`src/rtl/wdt_pkg.sv`:
```
package wdt_pkg;
    typedef enum logic [1:0] {
        S_OFF,
        S_WAIT,
        S_RUN,
        S_EXPIRED
    } wdt_state_e;

    typedef enum logic {
        F_IDLE,
        F_ARMED
    } feed_state_e;

    localparam logic [1:0] A_MODE   = 2'd0;
    localparam logic [1:0] A_RELOAD = 2'd1;
    localparam logic [1:0] A_FEED   = 2'd2;
    localparam logic [1:0] A_COUNT  = 2'd3;

    localparam logic [7:0] KEY_FIRST  = 8'hAA;
    localparam logic [7:0] KEY_SECOND = 8'h55;

    localparam int B_EN    = 0;
    localparam int B_RMODE = 1;
    localparam int B_FLAG  = 2;
    localparam int B_SEL   = 3;
endpackage

```
`src/rtl/wdt_prescale.sv`:
```
module wdt_prescale #(
    parameter int NSRC  = 2,
    parameter int SEL_W = 2,
    parameter int DIV   = 4
) (
    input  logic             clk,
    input  logic             rst_n,
    input  logic [NSRC-1:0]  src_tick,
    input  logic [SEL_W-1:0] sel,
    input  logic             tick_en,
    input  logic             run,
    input  logic             clr,
    output logic             pulse
);
    localparam int DW = (DIV > 1) ? $clog2(DIV) : 1;

    logic sel_tick;
    logic adv;

    // codes below NSRC pick a strobe, the rest tick every clock
    always_comb begin
        sel_tick = 1'b1;
        for (int i = 0; i < NSRC; i++) begin
            if (sel == SEL_W'(i)) sel_tick = src_tick[i];
        end
    end

    assign adv = run && tick_en && sel_tick;

    generate
        if (DIV == 1) begin : g_nodiv
            assign pulse = adv;
        end else begin : g_div
            logic [DW-1:0] div_q;
            always_ff @(posedge clk or negedge rst_n) begin
                if (!rst_n)
                    div_q <= '0;
                else if (clr)
                    div_q <= '0;
                else if (adv)
                    div_q <= (div_q == DW'(DIV - 1)) ? '0 : div_q + 1'b1;
            end
            assign pulse = adv && (div_q == DW'(DIV - 1));
        end
    endgenerate
endmodule

```
`src/rtl/wdt_feed.sv`:
```
module wdt_feed
    import wdt_pkg::*;
(
    input  logic       clk,
    input  logic       rst_n,
    input  logic       access,
    input  logic       feed_wr,
    input  logic [7:0] key,
    output logic       ok,
    output logic       bad
);
    feed_state_e st, st_nxt;

    always_ff @(posedge clk or negedge rst_n) begin
        if (!rst_n) st <= F_IDLE;
        else        st <= st_nxt;
    end

    always_comb begin
        st_nxt = st;
        unique case (st)
            F_IDLE:  if (feed_wr && key == KEY_FIRST) st_nxt = F_ARMED;
            F_ARMED: if (access) st_nxt = F_IDLE;
            default: st_nxt = F_IDLE;
        endcase
    end

    always_comb begin
        ok  = 1'b0;
        bad = 1'b0;
        unique case (st)
            F_IDLE:  bad = feed_wr && (key != KEY_FIRST);
            F_ARMED: begin
                ok  = feed_wr && (key == KEY_SECOND);
                bad = access && !(feed_wr && (key == KEY_SECOND));
            end
            default: ;
        endcase
    end
endmodule

```
`src/rtl/wdt_ctrl.sv`:
```
module wdt_ctrl
    import wdt_pkg::*;
#(
    parameter int CNT_W = 32,
    parameter int INIT  = 255
) (
    input  logic             clk,
    input  logic             rst_n,
    input  logic             en,
    input  logic             rst_mode,
    input  logic             feed_ok,
    input  logic             feed_bad,
    input  logic             tick,
    input  logic [CNT_W-1:0] reload,
    output logic [CNT_W-1:0] count,
    output logic             run,
    output logic             expire,
    output logic             irq,
    output logic             rst_req
);
    wdt_state_e st, st_nxt;
    logic load, dec;

    always_ff @(posedge clk or negedge rst_n) begin
        if (!rst_n) st <= S_OFF;
        else        st <= st_nxt;
    end

    always_comb begin
        st_nxt = st;
        load   = 1'b0;
        dec    = 1'b0;
        unique case (st)
            S_OFF: if (en) st_nxt = S_WAIT;
            S_WAIT: begin
                if (feed_bad) st_nxt = S_EXPIRED;
                else if (feed_ok) begin
                    st_nxt = S_RUN;
                    load   = 1'b1;
                end
            end
            S_RUN: begin
                if (feed_bad)      st_nxt = S_EXPIRED;
                else if (feed_ok)  load   = 1'b1;
                else if (tick) begin
                    if (count == '0) st_nxt = S_EXPIRED;
                    else             dec    = 1'b1;
                end
            end
            S_EXPIRED: begin
                if (!rst_mode && feed_ok) begin
                    st_nxt = S_RUN;
                    load   = 1'b1;
                end
            end
            default: st_nxt = S_OFF;
        endcase
    end

    always_comb begin
        run     = (st == S_RUN);
        expire  = (st_nxt == S_EXPIRED) && (st != S_EXPIRED);
        irq     = (st == S_EXPIRED) && !rst_mode;
        rst_req = (st == S_EXPIRED) && rst_mode;
    end

    always_ff @(posedge clk or negedge rst_n) begin
        if (!rst_n)    count <= CNT_W'(INIT);
        else if (load) count <= reload;
        else if (dec)  count <= count - 1'b1;
    end
endmodule

```
`src/rtl/wdt_top.sv`:
```
module wdt_top
    import wdt_pkg::*;
#(
    parameter int CNT_W      = 32,
    parameter int MIN_RELOAD = 255,
    parameter int DIV        = 4
) (
    input  logic        clk,
    input  logic        por_n,
    input  logic        rst_n,
    input  logic        tick_rtc,
    input  logic        tick_irc,
    input  logic        tick_en,
    input  logic [1:0]  bus_addr,
    input  logic        bus_wr,
    input  logic        bus_rd,
    input  logic [31:0] bus_wdata,
    output logic [31:0] bus_rdata,
    output logic        wdt_irq,
    output logic        wdt_rst_req,
    output logic        wdt_flag
);
    localparam logic [CNT_W-1:0] FLOOR = CNT_W'(MIN_RELOAD);
    localparam int SEL_W = 2;

    logic             en_q, rmode_q, flag_q;
    logic [SEL_W-1:0] sel_q;
    logic [CNT_W-1:0] reload_q, count;
    logic             wr_mode, wr_reload, feed_wr, access;
    logic             feed_ok, feed_bad, pulse, run, expire;

    assign access    = bus_wr || bus_rd;
    assign wr_mode   = bus_wr && (bus_addr == A_MODE);
    assign wr_reload = bus_wr && (bus_addr == A_RELOAD);
    assign feed_wr   = bus_wr && (bus_addr == A_FEED);

    always_ff @(posedge clk or negedge rst_n) begin
        if (!rst_n) begin
            en_q     <= 1'b0;
            rmode_q  <= 1'b0;
            sel_q    <= '0;
            reload_q <= FLOOR;
        end else begin
            if (wr_mode) begin
                en_q    <= en_q | bus_wdata[B_EN];
                rmode_q <= rmode_q | bus_wdata[B_RMODE];
                sel_q   <= bus_wdata[B_SEL +: SEL_W];
            end
            if (wr_reload)
                reload_q <= (bus_wdata[CNT_W-1:0] < FLOOR) ? FLOOR : bus_wdata[CNT_W-1:0];
        end
    end

    always_ff @(posedge clk or negedge por_n) begin
        if (!por_n)                          flag_q <= 1'b0;
        else if (expire)                     flag_q <= 1'b1;
        else if (wr_mode && bus_wdata[B_FLAG]) flag_q <= 1'b0;
    end

    wdt_feed u_feed (
        .clk     (clk),
        .rst_n   (rst_n),
        .access  (access),
        .feed_wr (feed_wr),
        .key     (bus_wdata[7:0]),
        .ok      (feed_ok),
        .bad     (feed_bad)
    );

    wdt_prescale #(.NSRC(2), .SEL_W(SEL_W), .DIV(DIV)) u_pre (
        .clk      (clk),
        .rst_n    (rst_n),
        .src_tick ({tick_irc, tick_rtc}),
        .sel      (sel_q),
        .tick_en  (tick_en),
        .run      (run),
        .clr      (feed_ok),
        .pulse    (pulse)
    );

    wdt_ctrl #(.CNT_W(CNT_W), .INIT(MIN_RELOAD)) u_ctrl (
        .clk      (clk),
        .rst_n    (rst_n),
        .en       (en_q),
        .rst_mode (rmode_q),
        .feed_ok  (feed_ok),
        .feed_bad (feed_bad && en_q),
        .tick     (pulse),
        .reload   (reload_q),
        .count    (count),
        .run      (run),
        .expire   (expire),
        .irq      (wdt_irq),
        .rst_req  (wdt_rst_req)
    );

    assign wdt_flag = flag_q;

    always_comb begin
        bus_rdata = '0;
        unique case (bus_addr)
            A_MODE:   bus_rdata = {27'd0, sel_q, flag_q, rmode_q, en_q};
            A_RELOAD: bus_rdata = 32'(reload_q);
            A_FEED:   bus_rdata = '0;
            A_COUNT:  bus_rdata = 32'(count);
            default:  bus_rdata = '0;
        endcase
    end
endmodule

```
`config.mk`:
```
export PLATFORM = sky130hd
export DESIGN_NAME = wdt_top
export DESIGN_NICKNAME = d
export VERILOG_FILES = /design/src/rtl/wdt_pkg.sv /design/src/rtl/wdt_prescale.sv /design/src/rtl/wdt_feed.sv /design/src/rtl/wdt_ctrl.sv /design/src/rtl/wdt_top.sv
export SDC_FILE = /design/constraint.sdc
export NUM_CORES = 1
export LEC_CHECK = 0
export BUFFER_PORTS_ARGS = -buffer_cell sky130_fd_sc_hd__buf_4
export CAP_MARGIN = 20
export CORE_AREA = 2 2 142 144
export DETAILED_ROUTE_END_ITERATION = 8
export DIE_AREA = 0 0 144 146
export SYNTH_ARGS = -nofsm -noshare
export SYNTH_HDL_FRONTEND = slang
export SYNTH_HIERARCHICAL = 1
export SYNTH_SLANG_ARGS = --single-unit
```
`constraint.sdc`:
```
create_clock -name clk -period 5.3 [get_ports clk]
set_clock_uncertainty 0.2 [all_clocks]
set_input_delay 1.325 -clock clk [delete_from_list [all_inputs] [get_ports clk]]
set_output_delay 1.325 -clock clk [all_outputs]
set_load 0.1 [all_outputs]
```
# After elaboration in Yosys (flattened, before gate mapping)
# Index checks and enable logic that the tools add are counted.
[totals]
register_bits = 74
[classes]
addsub = 2
n_lt_le_gt_ge = 1
eq_ne = 13
n_mux = 34
bitwise = 3
n_reduce_logical = 27
[ops]
columns = ["operator", "count"]
rows = [
  ["$pmux W32 S4", 1],
  ["$mux W32", 3],
  ["$logic_not A32 Y1", 1],
  ["$lt A32 B8 Y1 const B", 1],
  ["$sub A32 B1 Y32 const B", 1],
  ["$mux W2", 11],
  ["$logic_and A1 B1 Y1", 16],
  ["$mux W1", 15],
  ["$eq A2 B2 Y1 const B", 6],
  ["$eq A8 B7 Y1 const B", 1],
  ["$eq A8 B8 Y1 const B", 1],
  ["$ne A8 B8 Y1 const B", 1],
  ["$pmux W2 S4", 1],
  ["$eq A2 B1 Y1 const B", 3],
  ["$logic_not A2 Y1", 3],
  ["$pmux W1 S2", 3],
  ["$reduce_bool A2 Y1", 3],
  ["$add A2 B1 Y2 const B", 1],
  ["$logic_not A1 Y1", 2],
  ["$ne A2 B2 Y1 const B", 1],
  ["$or A1 B1 Y1", 2],
  ["$reduce_or A2 Y1", 1],
  ["$logic_or A1 B1 Y1", 1],
  ["$not A1 Y1", 1],
]

# Logic depth before layout (Yosys ltp)
# Gate-level depths: netlist of the first run.
[depth]
word_depth = 12
depth_mapped = 14

# Modules after synthesis
# Netlist of the first run, hierarchy kept.
[by_module_without_submodules]
columns = ["mod", "n_inst", "cells_each", "area_per_inst_um2"]
rows = [
  ["wdt_ctrl", 1, 269, 2372.3],
  ["wdt_top", 1, 241, 2125.8],
  ["wdt_prescale", 1, 12, 151.4],
  ["wdt_feed", 1, 13, 117.6],
]

# Worst setup path after synthesis of the first run
# OpenSTA, ideal clock, no wires.
[synth_timing]
kind = "input to output"
from = "input bus_addr[1]"
to = "output bus_rdata[0]"
t_arrival_ps = 3306
path_slack_ps = 469
stages = 5
cell_sequence = "buf_2 -> buf_4 -> buf_6 -> buf_4 -> o21ai_1"
[synth_between]
elab_chain_cells = 2
elab_cells_between_ends = 5
cone_classes = "3 x eq/ne; 1 x mux; 1 x reduce/logical"
[synth_lines]
columns = ["element", "line_no", "text"]
rows = [
  ["start, declared", "wdt_top.sv:14", "input logic [1:0] bus_addr,"],
  ["$eq A2 B2 Y1, or another cell as far along", "wdt_top.sv:101", "unique case (bus_addr)"],
  ["$pmux W32 S4 (*)", "wdt_top.sv:101", ""],
  ["end, declared", "wdt_top.sv:18", "output logic [31:0] bus_rdata,"],
]
# Mark *: on every way between the ends. The rest lies on a longest branch, timed or not.

# Worst setup path after layout of the first run
[layout_timing]
from = "input bus_addr[1]"
to = "output bus_rdata[22]"
# The elaborated chain is that of the path after synthesis.

==> run summary, run 1 <==
outcome: finished clean
setup slack of the most critical reg-to-reg path: 1.97 ns
flip-flop cell with the highest count after synthesis: sky130_fd_sc_hd__dfrtp_1
starting density of the core: 24.7%
netlist area before placement: 0.00477 sq mm
most frequent cell on the critical path: sky130_fd_sc_hd__buf_4
# Max-Cap Violations: 0
area enclosed by the die boundary: 0.0210 sq mm
cts-stage hold buffer count: 0
sink count of the clock tree: 74
Clock power frac: 37.2%
unrepaired setup endpoints after global routing: no
Min Clock Period, post-route: 4.20 ns
Resized Gates After CTS: 0
routability congestion estimate from global placement: 0.883
post-synth net total: 583
Crit Reg-Reg Endpoint: u_ctrl/count[23]$_DFFE_PN0P_
Max-slew headroom: 35.9%
number of distinct library cell variants in the gate-level netlist after synthesis: 66
startpoint types: input pin
Min Hold Slack: 0.302 ns
largest driver fanout on the critical path: 22
total area of sequential cells: 0.00187 sq mm
maximum achievable frequency: 0.238 GHz
Post-CTS Setup Inserts: 0
clock-pin slew reported for the worst setup and hold paths after clock tree synthesis: 0.06 ns
Vias/cell: 4.90
net count reported at finish: 648
number of instances in the placed design: 853
total number of vias: 4262
number of max-slew violations in the final report: 0
DIE HEIGHT: 146 um
clock buffer depth: 2
largest net degree at the start of global routing: 74
worst stage delay on the critical path: 0.42 ns
detail-routed net length per standard cell: 16.4 um
residual antenna-violating net count after detailed routing: 0
final HPWL from detailed placement: 10500 um
synth warn: 6
number of instances in the synthesized netlist: 535
sequential area share after synthesis: 39.3%
library cell contributing the largest single delay on the critical path: sky130_fd_sc_hd__buf_4
Hold Crit Depth: 2
worst flop-to-flop path startpoint: u_ctrl/count[16]$_DFFE_PN0P_
violation count after the first detailed-routing iteration: 190
total clock buffers created by CTS: 9
number of failing setup endpoints in the final timing report: 0
kind of path behind the tightest hold check: register to register
Clock Tree Root: sky130_fd_sc_hd__clkbuf_16
Core Region: 0.0193 sq mm
Horiz. Die Dim: 144 um
non-filler instance count after layout: 870
number of buffer cells added on primary ports: 76
launch point of the worst hold path: reload_q[30]$_DFFE_PN0P_
PnR Total Power: 1940 uW
Async SR Flop Fraction: 100%
cell area power density: 326 mW/mm^2
mean instance size in the synthesized netlist: 8.91 sq um
post-detailed-route DRC marker count: 0
capturing element type of the critical path: output port
TritonCTS clock tree: done
Worst EP arrival: 2.68 ns
leakage power: 0.00273 uW
sum of negative setup slack: 0 ns
area used by multi-input combinational logic: 0.00270 sq mm
internal power summed over all cells: 1290 uW
number of inserted diodes: 0
I/O Pins: 77
antenna violations before repair: 0
switching share of total power: 33.4%
CP required: 3.77 ns
number of search-and-repair iterations in the first detailed-routing pass: 4
H-tree levels: 3
slew at the pin closest to its max-slew limit: 0.962 ns
number of synthesized register bits: 74
number of enable-type register cells in the synthesized netlist: 0
Max VDD drop: 0.133 mV
hold path endpoint: reload_q[30]$_DFFE_PN0P_
length in cells of the worst reg-to-reg path: 6
global-route congestion overflow total: 0
total number of placement rows: 51
Crit Path Class: input pin to output port
switching power: 648 uW
Skew-Pair Late Insertion Delay: 0.33 ns
Total Routing Usage GR: 13.7%
portion of total power attributed to combinational logic: 26.7%
sequential fraction of design power: 36.1%
wire length of the first global-routing pass: 22800 um
series of cell instances along the critical path: buf_4 -> buf_4 -> mux2i_1 -> nor2b_1 -> buf_4
share of layout cells above drive strength 1: 23.8%
via count of the first global-routing pass: 4222
endpoints failing hold: 0
Fill cells: 2054
synthesis-to-layout area growth: 24.6%
Routed Wire Length: 14300 um
final critical-path share of the clock period: 79.3%
## metrics by stage
step	util (%)	cell area (sq um)	setup WS, ns
3_3_place_gp	28.7	5560	0.955
5_1_grt	30.7	5940	1.01
2_1_floorplan	-	4770	0.469
6_report	30.7	5940	1.10
3_5_place_dp	28.7	5560	0.913
4_1_cts	30.6	5910	1.08
## worst max-delay path by stage
stage | from | end | slack, ns | cells past startpoint
3_3_place_gp | bus_addr[0] | u_ctrl/count[15]$_DFFE_PN0P_ | 0.96 | 11
4_1_cts | bus_addr[1] | bus_rdata[21] | 1.08 | 5
3_5_place_dp | bus_addr[0] | u_ctrl/count[15]$_DFFE_PN0P_ | 0.91 | 11
5_1_grt | bus_addr[1] | bus_rdata[27] | 1.01 | 5
2_1_floorplan | bus_addr[1] | bus_rdata[0] | 0.47 | 5
6_report | bus_addr[1] | bus_rdata[22] | 1.10 | 5
## cell type report
class / count / share of cell area (%)
clock buffer: 12 / 4.32
clock inverter: 4 / 1.64
inverter: 8 / 0.506
multi-input combinational: 423 / 45.5
sequential: 74 / 31.5
tap: 265 / 5.58
timing repair buffer: 84 / 11.0
## cell usage after synthesis, types with 8 or more instances
cell | n | area, sq um
sky130_fd_sc_hd__dfrtp_1 | 58 | 1450
sky130_fd_sc_hd__o21ai_0 | 10 | 50.1
sky130_fd_sc_hd__nand3_1 | 19 | 95.1
sky130_fd_sc_hd__o31ai_1 | 8 | 60.1
sky130_fd_sc_hd__or3_1 | 11 | 68.8
sky130_fd_sc_hd__a21oi_1 | 13 | 65.1
sky130_fd_sc_hd__nor2b_1 | 32 | 200
sky130_fd_sc_hd__or4_1 | 17 | 128
sky130_fd_sc_hd__nor4_1 | 10 | 62.6
sky130_fd_sc_hd__nand2_1 | 104 | 390
sky130_fd_sc_hd__inv_1 | 8 | 30.0
sky130_fd_sc_hd__buf_2 | 11 | 55.1
sky130_fd_sc_hd__dfstp_2 | 16 | 420
sky130_fd_sc_hd__nor2_1 | 44 | 165
sky130_fd_sc_hd__clkbuf_1 | 9 | 33.8
sky130_fd_sc_hd__a31oi_1 | 16 | 100
sky130_fd_sc_hd__o311ai_0 | 8 | 70.1
sky130_fd_sc_hd__mux2i_1 | 33 | 330
sky130_fd_sc_hd__nor3_1 | 8 | 40.0
## registers in the layout, indices dropped and copies added (netlist names)
name,count
u_ctrl/count,32
wdt_flag,1
u_ctrl/st,2
en_q,1
reload_q,32
u_pre/g_div.div_q,2
u_feed/st,1
sel_q,2
rmode_q,1
## placed cells by master, fill, tap and decap left out, types with 3 or more instances in the layout
| cell | count |
|---|---|
| sky130_fd_sc_hd__buf_4 | 83 |
| sky130_fd_sc_hd__a21o_1 | 5 |
| sky130_fd_sc_hd__or4_1 | 17 |
| sky130_fd_sc_hd__and2_1 | 3 |
| sky130_fd_sc_hd__or4_4 | 3 |
| sky130_fd_sc_hd__nand4_1 | 4 |
| sky130_fd_sc_hd__dfrtp_1 | 58 |
| sky130_fd_sc_hd__a31oi_1 | 16 |
| sky130_fd_sc_hd__bufinv_16 | 3 |
| sky130_fd_sc_hd__nor3_1 | 8 |
| sky130_fd_sc_hd__or3_1 | 11 |
| sky130_fd_sc_hd__and4bb_1 | 3 |
| sky130_fd_sc_hd__o41ai_1 | 4 |
| sky130_fd_sc_hd__nor2b_1 | 32 |
| sky130_fd_sc_hd__o21ai_1 | 6 |
| sky130_fd_sc_hd__nand3_1 | 19 |
| sky130_fd_sc_hd__nand2_1 | 104 |
| sky130_fd_sc_hd__nor2_1 | 43 |
| sky130_fd_sc_hd__nand2b_1 | 6 |
| sky130_fd_sc_hd__o21ai_0 | 9 |
| sky130_fd_sc_hd__ha_1 | 6 |
| sky130_fd_sc_hd__nor4_1 | 10 |
| sky130_fd_sc_hd__o211ai_1 | 4 |
| sky130_fd_sc_hd__clkbuf_16 | 9 |
| sky130_fd_sc_hd__a21oi_1 | 13 |
| sky130_fd_sc_hd__o311ai_0 | 8 |
| sky130_fd_sc_hd__nor4_4 | 3 |
| sky130_fd_sc_hd__o31ai_1 | 8 |
| sky130_fd_sc_hd__inv_1 | 8 |
| sky130_fd_sc_hd__dfstp_2 | 16 |
| sky130_fd_sc_hd__mux2i_1 | 33 |
| sky130_fd_sc_hd__and3b_1 | 3 |
| sky130_fd_sc_hd__or2_2 | 3 |
## kinds of logic (layout without fill, tap and decap cells)
| logic type | after synthesis | in the layout | share of synthesized area [%] |
|---|---|---|---|
| AND/OR/NAND/NOR | 293 | 293 | 33.7 |
| multiplexers | 37 | 37 | 8.03 |
| flip-flops | 74 | 74 | 39.3 |
| AO/OA/AOI/OAI | 86 | 86 | 12.8 |
| buffers and inverters | 38 | 108 | 4.38 |
| adder cells (fa/ha/maj) | 6 | 6 | 1.57 |
| XOR/XNOR | 1 | 1 | 0.184 |
## critical path: cells and delay by family
| kind | cells | cell delay (ns) |
|---|---|---|
| mux | 1 | 0.13 |
| buf+inv | 3 | 1.03 |
| simple gates | 1 | 0.18 |
## power groups by stage
stage          clock network [uW]  logic, uW  registers (uW)
3_5_place_dp                    0        514             709
5_1_grt                       759        553             711
6_report                      720        518             699
4_1_cts                       736        517             699
3_3_place_gp                    0        513             708
2_1_floorplan                   0        356             711
## metal layers
metal | routed length, um | GRT usage, % | up-vias
met3 | 623 | 1.94 | 19
met4 | 332 | 4.95 | 0
met1 | 6570 | 18.8 | 2060
li1 | - | - | 2070
met5 | 0 | 0 | -
met2 | 6750 | 22.0 | 113
No activity file was read; power rests on OpenSTA's default activity.
==> inputs of run 2 (changes only) <==
==> constraint.sdc (replaced) <==
create_clock -name clk -period 4.2 [get_ports clk]
set_clock_uncertainty 0.2 [all_clocks]
set_input_delay 1.05 -clock clk [delete_from_list [all_inputs] [get_ports clk]]
set_output_delay 1.05 -clock clk [all_outputs]
set_load 0.1 [all_outputs]
==> run 2 against run 1 <==
Clock power increased by 9.0%. Flip-flop and latch count is the same. Non-clock buffer count rose by 3. Total power increased by 19%. Utilization decreased by 0.071 points. Register-to-register slack got worse by 1.1 ns. Wire length fell by 1.6%. Global-route usage shrank 0.16 points. Design area decreased by 0.23%.
==> run summary, run 2 (same netlist as run 1, synthesis figures left out) <==
kind of path behind the tightest hold check: input pin to async pin
Min Hold Slack: 0.284 ns (-0.0179 ns)
biggest registers after layout: reload_q: 32 flops, u_ctrl/count: 32 flops
Total Routing Usage GR: 13.6% (-0.16 points)
unrepaired setup endpoints after global routing: no
Skew-Pair Late Insertion Delay: 0.34 ns (about the same)
Fill cells: 2068 (+0.68%)
clock-pin slew reported for the worst setup and hold paths after clock tree synthesis: 0.05 ns (about the same)
I/O Pins: 77 (unchanged)
TritonCTS clock tree: done
Max VDD drop: 0.173 mV (+30%)
most frequent cell on the critical path: sky130_fd_sc_hd__buf_4
sink count of the clock tree: 74 (unchanged)
Vias/cell: 4.91 (+0.31%)
final critical-path share of the clock period: 87.2%
# Max-Cap Violations: 0 (unchanged)
H-tree levels: 3 (unchanged)
Crit Path Class: input pin to output port
gate family responsible for the most delay along the worst path: buffers and inverters
setup slack of the most critical reg-to-reg path: 0.87 ns (-1.10 ns)
global-route congestion overflow total: 0 (unchanged)
Crit Reg-Reg Endpoint: u_ctrl/count[7]$_DFFE_PN1P_
capturing element type of the critical path: output port
Routed Wire Length: 14000 um (-1.6%)
cell area power density: 390 mW/mm^2 (+20%)
Min Clock Period, post-route: 3.66 ns
worst flop-to-flop path startpoint: u_ctrl/count[25]$_DFFE_PN0P_
pre-CTS setup slack: 0.291 ns (-0.621 ns)
worst stage delay on the critical path: 0.51 ns (+0.09 ns)
series of cell instances along the critical path: buf_4 -> buf_4 -> mux2i_1 -> nor2b_1 -> buf_4
final HPWL from detailed placement: 10400 um (-1.2%)
number of search-and-repair iterations in the first detailed-routing pass: 4 (unchanged)
Post-CTS Setup Inserts: 0 (unchanged)
most common cell after layout, fill and taps aside: sky130_fd_sc_hd__nand2_1
CP required: 2.95 ns (-0.82 ns)
detail-routed net length per standard cell: 16.1 um (-2.0%)
maximum achievable frequency: 0.273 GHz
post-detailed-route DRC marker count: 0 (unchanged)
slew at the pin closest to its max-slew limit: 1.07 ns (+0.109 ns)
Worst EP arrival: 2.41 ns (-0.27 ns)
number of failing setup endpoints in the final timing report: 0 (unchanged)
cts-stage hold buffer count: 0 (unchanged)
post-route core utilization: 30.6% (-0.071 points)
share of layout cells above drive strength 1: 25.7% (+1.9 points)
via count of the first global-routing pass: 4158 (-1.5%)
violation count after the first detailed-routing iteration: 210 (+11%)
synthesis-to-layout area growth: 24.3%
largest driver fanout on the critical path: 40 (+82%)
Max-slew headroom: 28.6% (-7.3 points)
Clock Tree Root: sky130_fd_sc_hd__clkbuf_16
residual antenna-violating net count after detailed routing: 0 (unchanged)
area enclosed by the die boundary: 0.0210 sq mm (unchanged)
net count reported at finish: 651 (+0.46%)
leakage power: 0.00273 uW (-0.23%)
starting density of the core: 24.7% (unchanged)
most frequent cells in the layout: 104 x sky130_fd_sc_hd__nand2_1, 86 x sky130_fd_sc_hd__buf_4, 58 x sky130_fd_sc_hd__dfrtp_1
outcome: finished clean
library cell contributing the largest single delay on the critical path: sky130_fd_sc_hd__buf_4
length in cells of the worst reg-to-reg path: 6 (unchanged)
Resized Gates After CTS: 0 (unchanged)
combined buffer and inverter count along the critical path: 3 (unchanged)
Core Region: 0.0193 sq mm (unchanged)
endpoints failing hold: 0 (unchanged)
total number of vias: 4290 (+0.66%)
routability congestion estimate from global placement: 0.826 (-6.5%)
worst setup slack after layout: 0.539 ns (-0.557 ns)
Horiz. Die Dim: 144 um (unchanged)
startpoint types: input pin
clock buffer depth: 2 (unchanged)
antenna violations before repair: 0 (unchanged)
placed cell areas: 0.00562 sq mm (+1.1%)
number of inserted diodes: 0 (unchanged)
number of buffer cells added on primary ports: 76 (unchanged)
DIE HEIGHT: 146 um (unchanged)
wire length of the first global-routing pass: 22400 um (-1.7%)
total clock buffers created by CTS: 9 (unchanged)
largest net degree at the start of global routing: 74 (unchanged)
PnR Total Power: 2310 uW (+19%)
number of max-slew violations in the final report: 0 (unchanged)
total number of placement rows: 51 (unchanged)
post-layout instance area: 0.00593 sq mm (-0.23%)
## run 2: cell types whose count changed in the layout (fill, tap and decap cells not counted), sizes merged
cell,change
clkinvlp,+2
clkinv,+2
bufinv,-2
buf,+3
clkbuf,-2
## run 2: worst max path at each step
| stage | start | to | cells after the start |
|---|---|---|---|
| after detailed placement | bus_wdata[5] | u_ctrl/count[15]$_DFFE_PN0P_ | 10 |
| after global placement | bus_wdata[5] | u_ctrl/count[15]$_DFFE_PN0P_ | 10 |
| after CTS | bus_addr[1] | bus_rdata[6] | 5 |
| final | bus_addr[1] | bus_rdata[31] | 5 |
| after global routing | bus_addr[1] | bus_rdata[31] | 5 |
| after floorplan | bus_addr[1] | bus_rdata[0] | 5 |
## run 2: report_power, final
part	internal, uW	leakage (uW)	switching [uW]	total [uW]
Combinational	212	0.00167	437	648
Clock	476	0.000141	309	785
Sequential	803	0.000918	77.2	880
Total	1490	0.00273	823	2310
## run 2: metrics by stage
step                      setup TNS, ns  instances
final                                 0        873
after global routing                  0        873
after CTS                             0        873
after detailed placement              0        857
after global placement                0        857
after floorplan                  -0.404        535
## run 2: per-layer routing
metal	up-vias	share of wire, %	GRT usage (%)
met5	-	0	0
met4	0	1.4	4.61
met3	18	4.8	1.91
met2	115	48	21.6
met1	2086	46	18.8
li1	2071	-	-
## run 2: layout make-up
| cell class | instances | area (sq um) | area share [%] |
|---|---|---|---|
| flip-flops and latches | 74 | 1870 | 31.6 |
| multi-input cells | 423 | 2720 | 45.9 |
| inverters | 8 | 30.0 | 0.507 |
| clock inverters | 6 | 66.3 | 1.12 |
| repair buffers | 87 | 666 | 11.2 |
| clock buffers | 10 | 239 | 4.03 |
| well taps | 265 | 332 | 5.60 |
## run 2: worst register-to-register path: stages (launching register included)
cell                      delay [ns]
sky130_fd_sc_hd__dfrtp_1        0.46
sky130_fd_sc_hd__or4_4          0.60
sky130_fd_sc_hd__or4_4          0.49
sky130_fd_sc_hd__o31ai_4        0.94
sky130_fd_sc_hd__buf_4          0.30
sky130_fd_sc_hd__o21ai_0        0.10
sky130_fd_sc_hd__a31oi_1        0.17
==> inputs of run 3 (changes only) <==
--- a/config.mk
+++ b/config.mk
@@ -5,11 +5,13 @@
 export SDC_FILE = /design/constraint.sdc
 export NUM_CORES = 1
 export LEC_CHECK = 0
+export ABC_AREA = 1
 export BUFFER_PORTS_ARGS = -buffer_cell sky130_fd_sc_hd__buf_4
 export CAP_MARGIN = 20
-export CORE_AREA = 2 2 142 144
+export CORE_AREA = 2 2 98 100
 export DETAILED_ROUTE_END_ITERATION = 8
-export DIE_AREA = 0 0 144 146
+export DIE_AREA = 0 0 100 102
+export PLACE_DENSITY = 0.79
 export SYNTH_ARGS = -nofsm -noshare
 export SYNTH_HDL_FRONTEND = slang
 export SYNTH_HIERARCHICAL = 1
==> run 3 against run 2 <==
Fmax rose by 4.0%. Combinational power barely moved. Critical path type unchanged. Total power fell by 8.0%.
==> run summary, run 3 <==
multiplexer share of the synthesized area: 0% (-8.0 points)
gate family responsible for the most delay along the worst path: buffers and inverters
number of buffer cells added on primary ports: 76 (unchanged)
largest net degree at the start of global routing: 74 (unchanged)
Routed Wire Length: 13700 um (-2.4%)
slew at the pin closest to its max-slew limit: 0.940 ns (-0.132 ns)
Max VDD drop: 0.220 mV (+27%)
Vias/cell: 5.39 (+9.7%)
number of search-and-repair iterations in the first detailed-routing pass: 5 (+1)
net count reported at finish: 872 (+34%)
cell area power density: 359 mW/mm^2 (-8.1%)
synth top area cells: sky130_fd_sc_hd__dfrtp_1 28%, sky130_fd_sc_hd__nand2_1 20%, sky130_fd_sc_hd__dfstp_2 8.2%
adder-cell share of the synthesized area: 1.46% (-0.11 points)
flip-flop cell with the highest count after synthesis: sky130_fd_sc_hd__dfrtp_1
area enclosed by the die boundary: 0.0102 sq mm (-51%)
Min Hold Slack: 0.243 ns (-0.0407 ns)
netlist area before placement: 0.00513 sq mm (+7.6%)
Worst EP arrival: 2.27 ns (-0.14 ns)
number of inserted diodes: 0 (unchanged)
share of the synthesized area in the top cell type: 28.3% (-2.1 points)
Skew-Pair Late Insertion Delay: 0.37 ns (+0.03 ns)
sequential area share after synthesis: 36.5% (-2.8 points)
endpoints failing hold: 0 (unchanged)
Crit Path Class: input pin to output port
wire length of the first global-routing pass: 22800 um (+1.8%)
number of distinct library cell variants in the gate-level netlist after synthesis: 42 (-36%)
post-layout instance area: 0.00593 sq mm (+0.13%)
simple-gate share of the synthesized area: 37.7% (+4.0 points)
Max-slew headroom: 37.4% (+8.8 points)
most frequent cell on the critical path: sky130_fd_sc_hd__buf_4
placed cell areas: 0.00573 sq mm (+1.9%)
# Max-Cap Violations: 0 (unchanged)
Total Routing Usage GR: 28.1% (+15 points)
number of max-slew violations in the final report: 0 (unchanged)
antenna violations before repair: 0 (unchanged)
area used by multi-input combinational logic: 0.00273 sq mm (+0.37%)
post-detailed-route DRC marker count: 0 (unchanged)
largest family of logic cells by synthesized area: simple AND/OR/NAND/NOR gates
Clock Tree Root: sky130_fd_sc_hd__clkbuf_8
routability congestion estimate from global placement: 0.964 (+17%)
total clock buffers created by CTS: 9 (unchanged)
global-route congestion overflow total: 0 (unchanged)
Core Region: 0.00911 sq mm (-53%)
total number of placement rows: 35 (-31%)
post-synth net total: 801 (+37%)
share of layout cells above drive strength 1: 19.7% (-6.0 points)
worst stage delay on the critical path: 0.30 ns (-0.21 ns)
final HPWL from detailed placement: 9970 um (-3.7%)
leakage power: 0.00307 uW (+13%)
non-filler instance count after layout: 940 (+7.7%)
number of synthesized register bits: 74 (unchanged)
Resized Gates After CTS: 0 (unchanged)
I/O Pins: 77 (unchanged)
total number of vias: 5068 (+18%)
detail-routed net length per standard cell: 14.6 um (-9.3%)
most common cell after layout, fill and taps aside: sky130_fd_sc_hd__nand2_1
xor and xnor fraction of the mapped netlist area: 1.88% (+1.7 points)
TritonCTS clock tree: done
worst setup slack after layout: 0.682 ns (+0.142 ns)
final critical-path share of the clock period: 83.8% (-3.4 points)
worst flop-to-flop path startpoint: u_ctrl/st[0]$_DFF_PN0_
total area of sequential cells: 0.00187 sq mm (unchanged)
library cell with the largest summed area after synthesis: sky130_fd_sc_hd__dfrtp_1
mean instance size in the synthesized netlist: 6.81 sq um (-24%)
synthesized-area fraction occupied by ao, oa, aoi and oai cells: 12.2% (-0.64 points)
violation count after the first detailed-routing iteration: 396 (+89%)
number of instances in the synthesized netlist: 753 (+41%)
kind of path behind the tightest hold check: input pin to async pin
sink count of the clock tree: 74 (unchanged)
synthesis-to-layout area growth: 15.7%
most used standard cell by instance count after synthesis: sky130_fd_sc_hd__nand2_1
number of enable-type register cells in the synthesized netlist: 0 (unchanged)
combined buffer and inverter count along the critical path: 5 (+2)
clock-pin slew reported for the worst setup and hold paths after clock tree synthesis: 0.09 ns (+0.04 ns)
pre-CTS setup slack: 0.556 ns (+0.265 ns)
capturing element type of the critical path: output port
number of instances in the placed design: 924 (+7.8%)
outcome: finished clean
via count of the first global-routing pass: 4727 (+14%)
residual antenna-violating net count after detailed routing: 0 (unchanged)
Fill cells: 843 (-59%)
maximum achievable frequency: 0.284 GHz (+4.0%)
CP required: 2.95 ns (about the same)
DIE HEIGHT: 102 um (-30%)
start point of the critical path: bus_addr[1]
Async SR Flop Fraction: 100% (unchanged)
Min Clock Period, post-route: 3.52 ns (-0.142 ns)
unrepaired setup endpoints after global routing: no
largest driver fanout on the critical path: 24 (-40%)
library cell contributing the largest single delay on the critical path: sky130_fd_sc_hd__buf_4
series of cell instances along the critical path: buf_4 -> inv_1 -> nand2_4 -> inv_1 -> buf_4 -> a22o_1 -> buf_4
H-tree levels: 3 (unchanged)
most frequent cells in the layout: 273 x sky130_fd_sc_hd__nand2_1, 98 x sky130_fd_sc_hd__nor2_1, 93 x sky130_fd_sc_hd__inv_1
Worst path depth: 7 (+2)
Post-CTS Setup Inserts: 0 (unchanged)
length in cells of the worst reg-to-reg path: 13 (+7)
most instantiated cells after synthesis: 273 x sky130_fd_sc_hd__nand2_1, 98 x sky130_fd_sc_hd__nor2_1, 93 x sky130_fd_sc_hd__inv_1, 58 x sky130_fd_sc_hd__dfrtp_1, 39 x sky130_fd_sc_hd__nand3_1
starting density of the core: 56.3% (+32 points)
number of failing setup endpoints in the final timing report: 0 (unchanged)
cts-stage hold buffer count: 0 (unchanged)
biggest registers after layout: reload_q: 32 flops, u_ctrl/count: 32 flops
startpoint types: input pin
Horiz. Die Dim: 100 um (-31%)
synth warn: 6 (unchanged)
clock buffer depth: 2 (unchanged)
[run 3: cell count changes after synthesis, moves of 11 or more]
cell and change:
sky130_fd_sc_hd__nand3_1 +20, sky130_fd_sc_hd__nand2_1 +169, sky130_fd_sc_hd__a31oi_1 -16, sky130_fd_sc_hd__a22o_1 +24, sky130_fd_sc_hd__o21ai_2 +18, sky130_fd_sc_hd__o21ai_0 +16, sky130_fd_sc_hd__nor2b_1 -32, sky130_fd_sc_hd__inv_1 +85
sky130_fd_sc_hd__or3_1 -11, sky130_fd_sc_hd__mux2i_1 -33, sky130_fd_sc_hd__or4_1 -17, sky130_fd_sc_hd__nor2_1 +54
[run 3: logic make-up (layout without fill, tap and decap cells)]
kind of cell,Yosys count,in the layout
fa+ha+maj,6,6
xor+xnor,11,11
flops,74,74
compound gates,87,87
buf+inv,119,195
simple gates,456,456
[run 3: per-stage QoR]
step | setup TNS (ns) | power, uW | utilization, %
6_report | 0 | 2130 | 65.1
5_1_grt | 0 | 2230 | 65.1
4_1_cts | 0 | 2120 | 65.1
3_5_place_dp | 0 | 1520 | 62.9
3_3_place_gp | 0 | 1500 | 62.9
2_1_floorplan | -1.20 | 1340 | -
[run 3: report_power, final]
group | internal [uW] | switching, uW
Combinational | 175 | 473
Sequential | 796 | 83.6
Clock | 285 | 316
[run 3: layer usage]
layer	share of wire, %	GRT usage, %	routed length, um
met1	46	41.1	6310
met4	1.4	8.75	192
met3	6.7	4.31	924
met5	0	0	0
met2	46	43.5	6290
[run 3: layout make-up]
type	instances	share of cell area, %
clock buffers	9	2.09
flip-flops and latches	74	31.5
multi-input cells	560	46.0
clock inverters	7	1.39
inverters	97	6.22
well taps	111	2.34
repair buffers	82	10.4
[run 3: worst paths after layout]
check / to / slack [ns]
min in group clk: reload_q[23]$_DFFE_PN0P_ / 0.31
max in group asynchronous: u_feed/st$_DFF_PN0_ / 2.56
setup reg to reg: u_ctrl/count[12]$_DFFE_PN0P_ / 1.47
hold reg to reg: reload_q[23]$_DFFE_PN0P_ / 0.31
setup / recovery: bus_rdata[27] / 0.68
hold / removal: wdt_flag$_DFFE_PN0P_ / 0.24
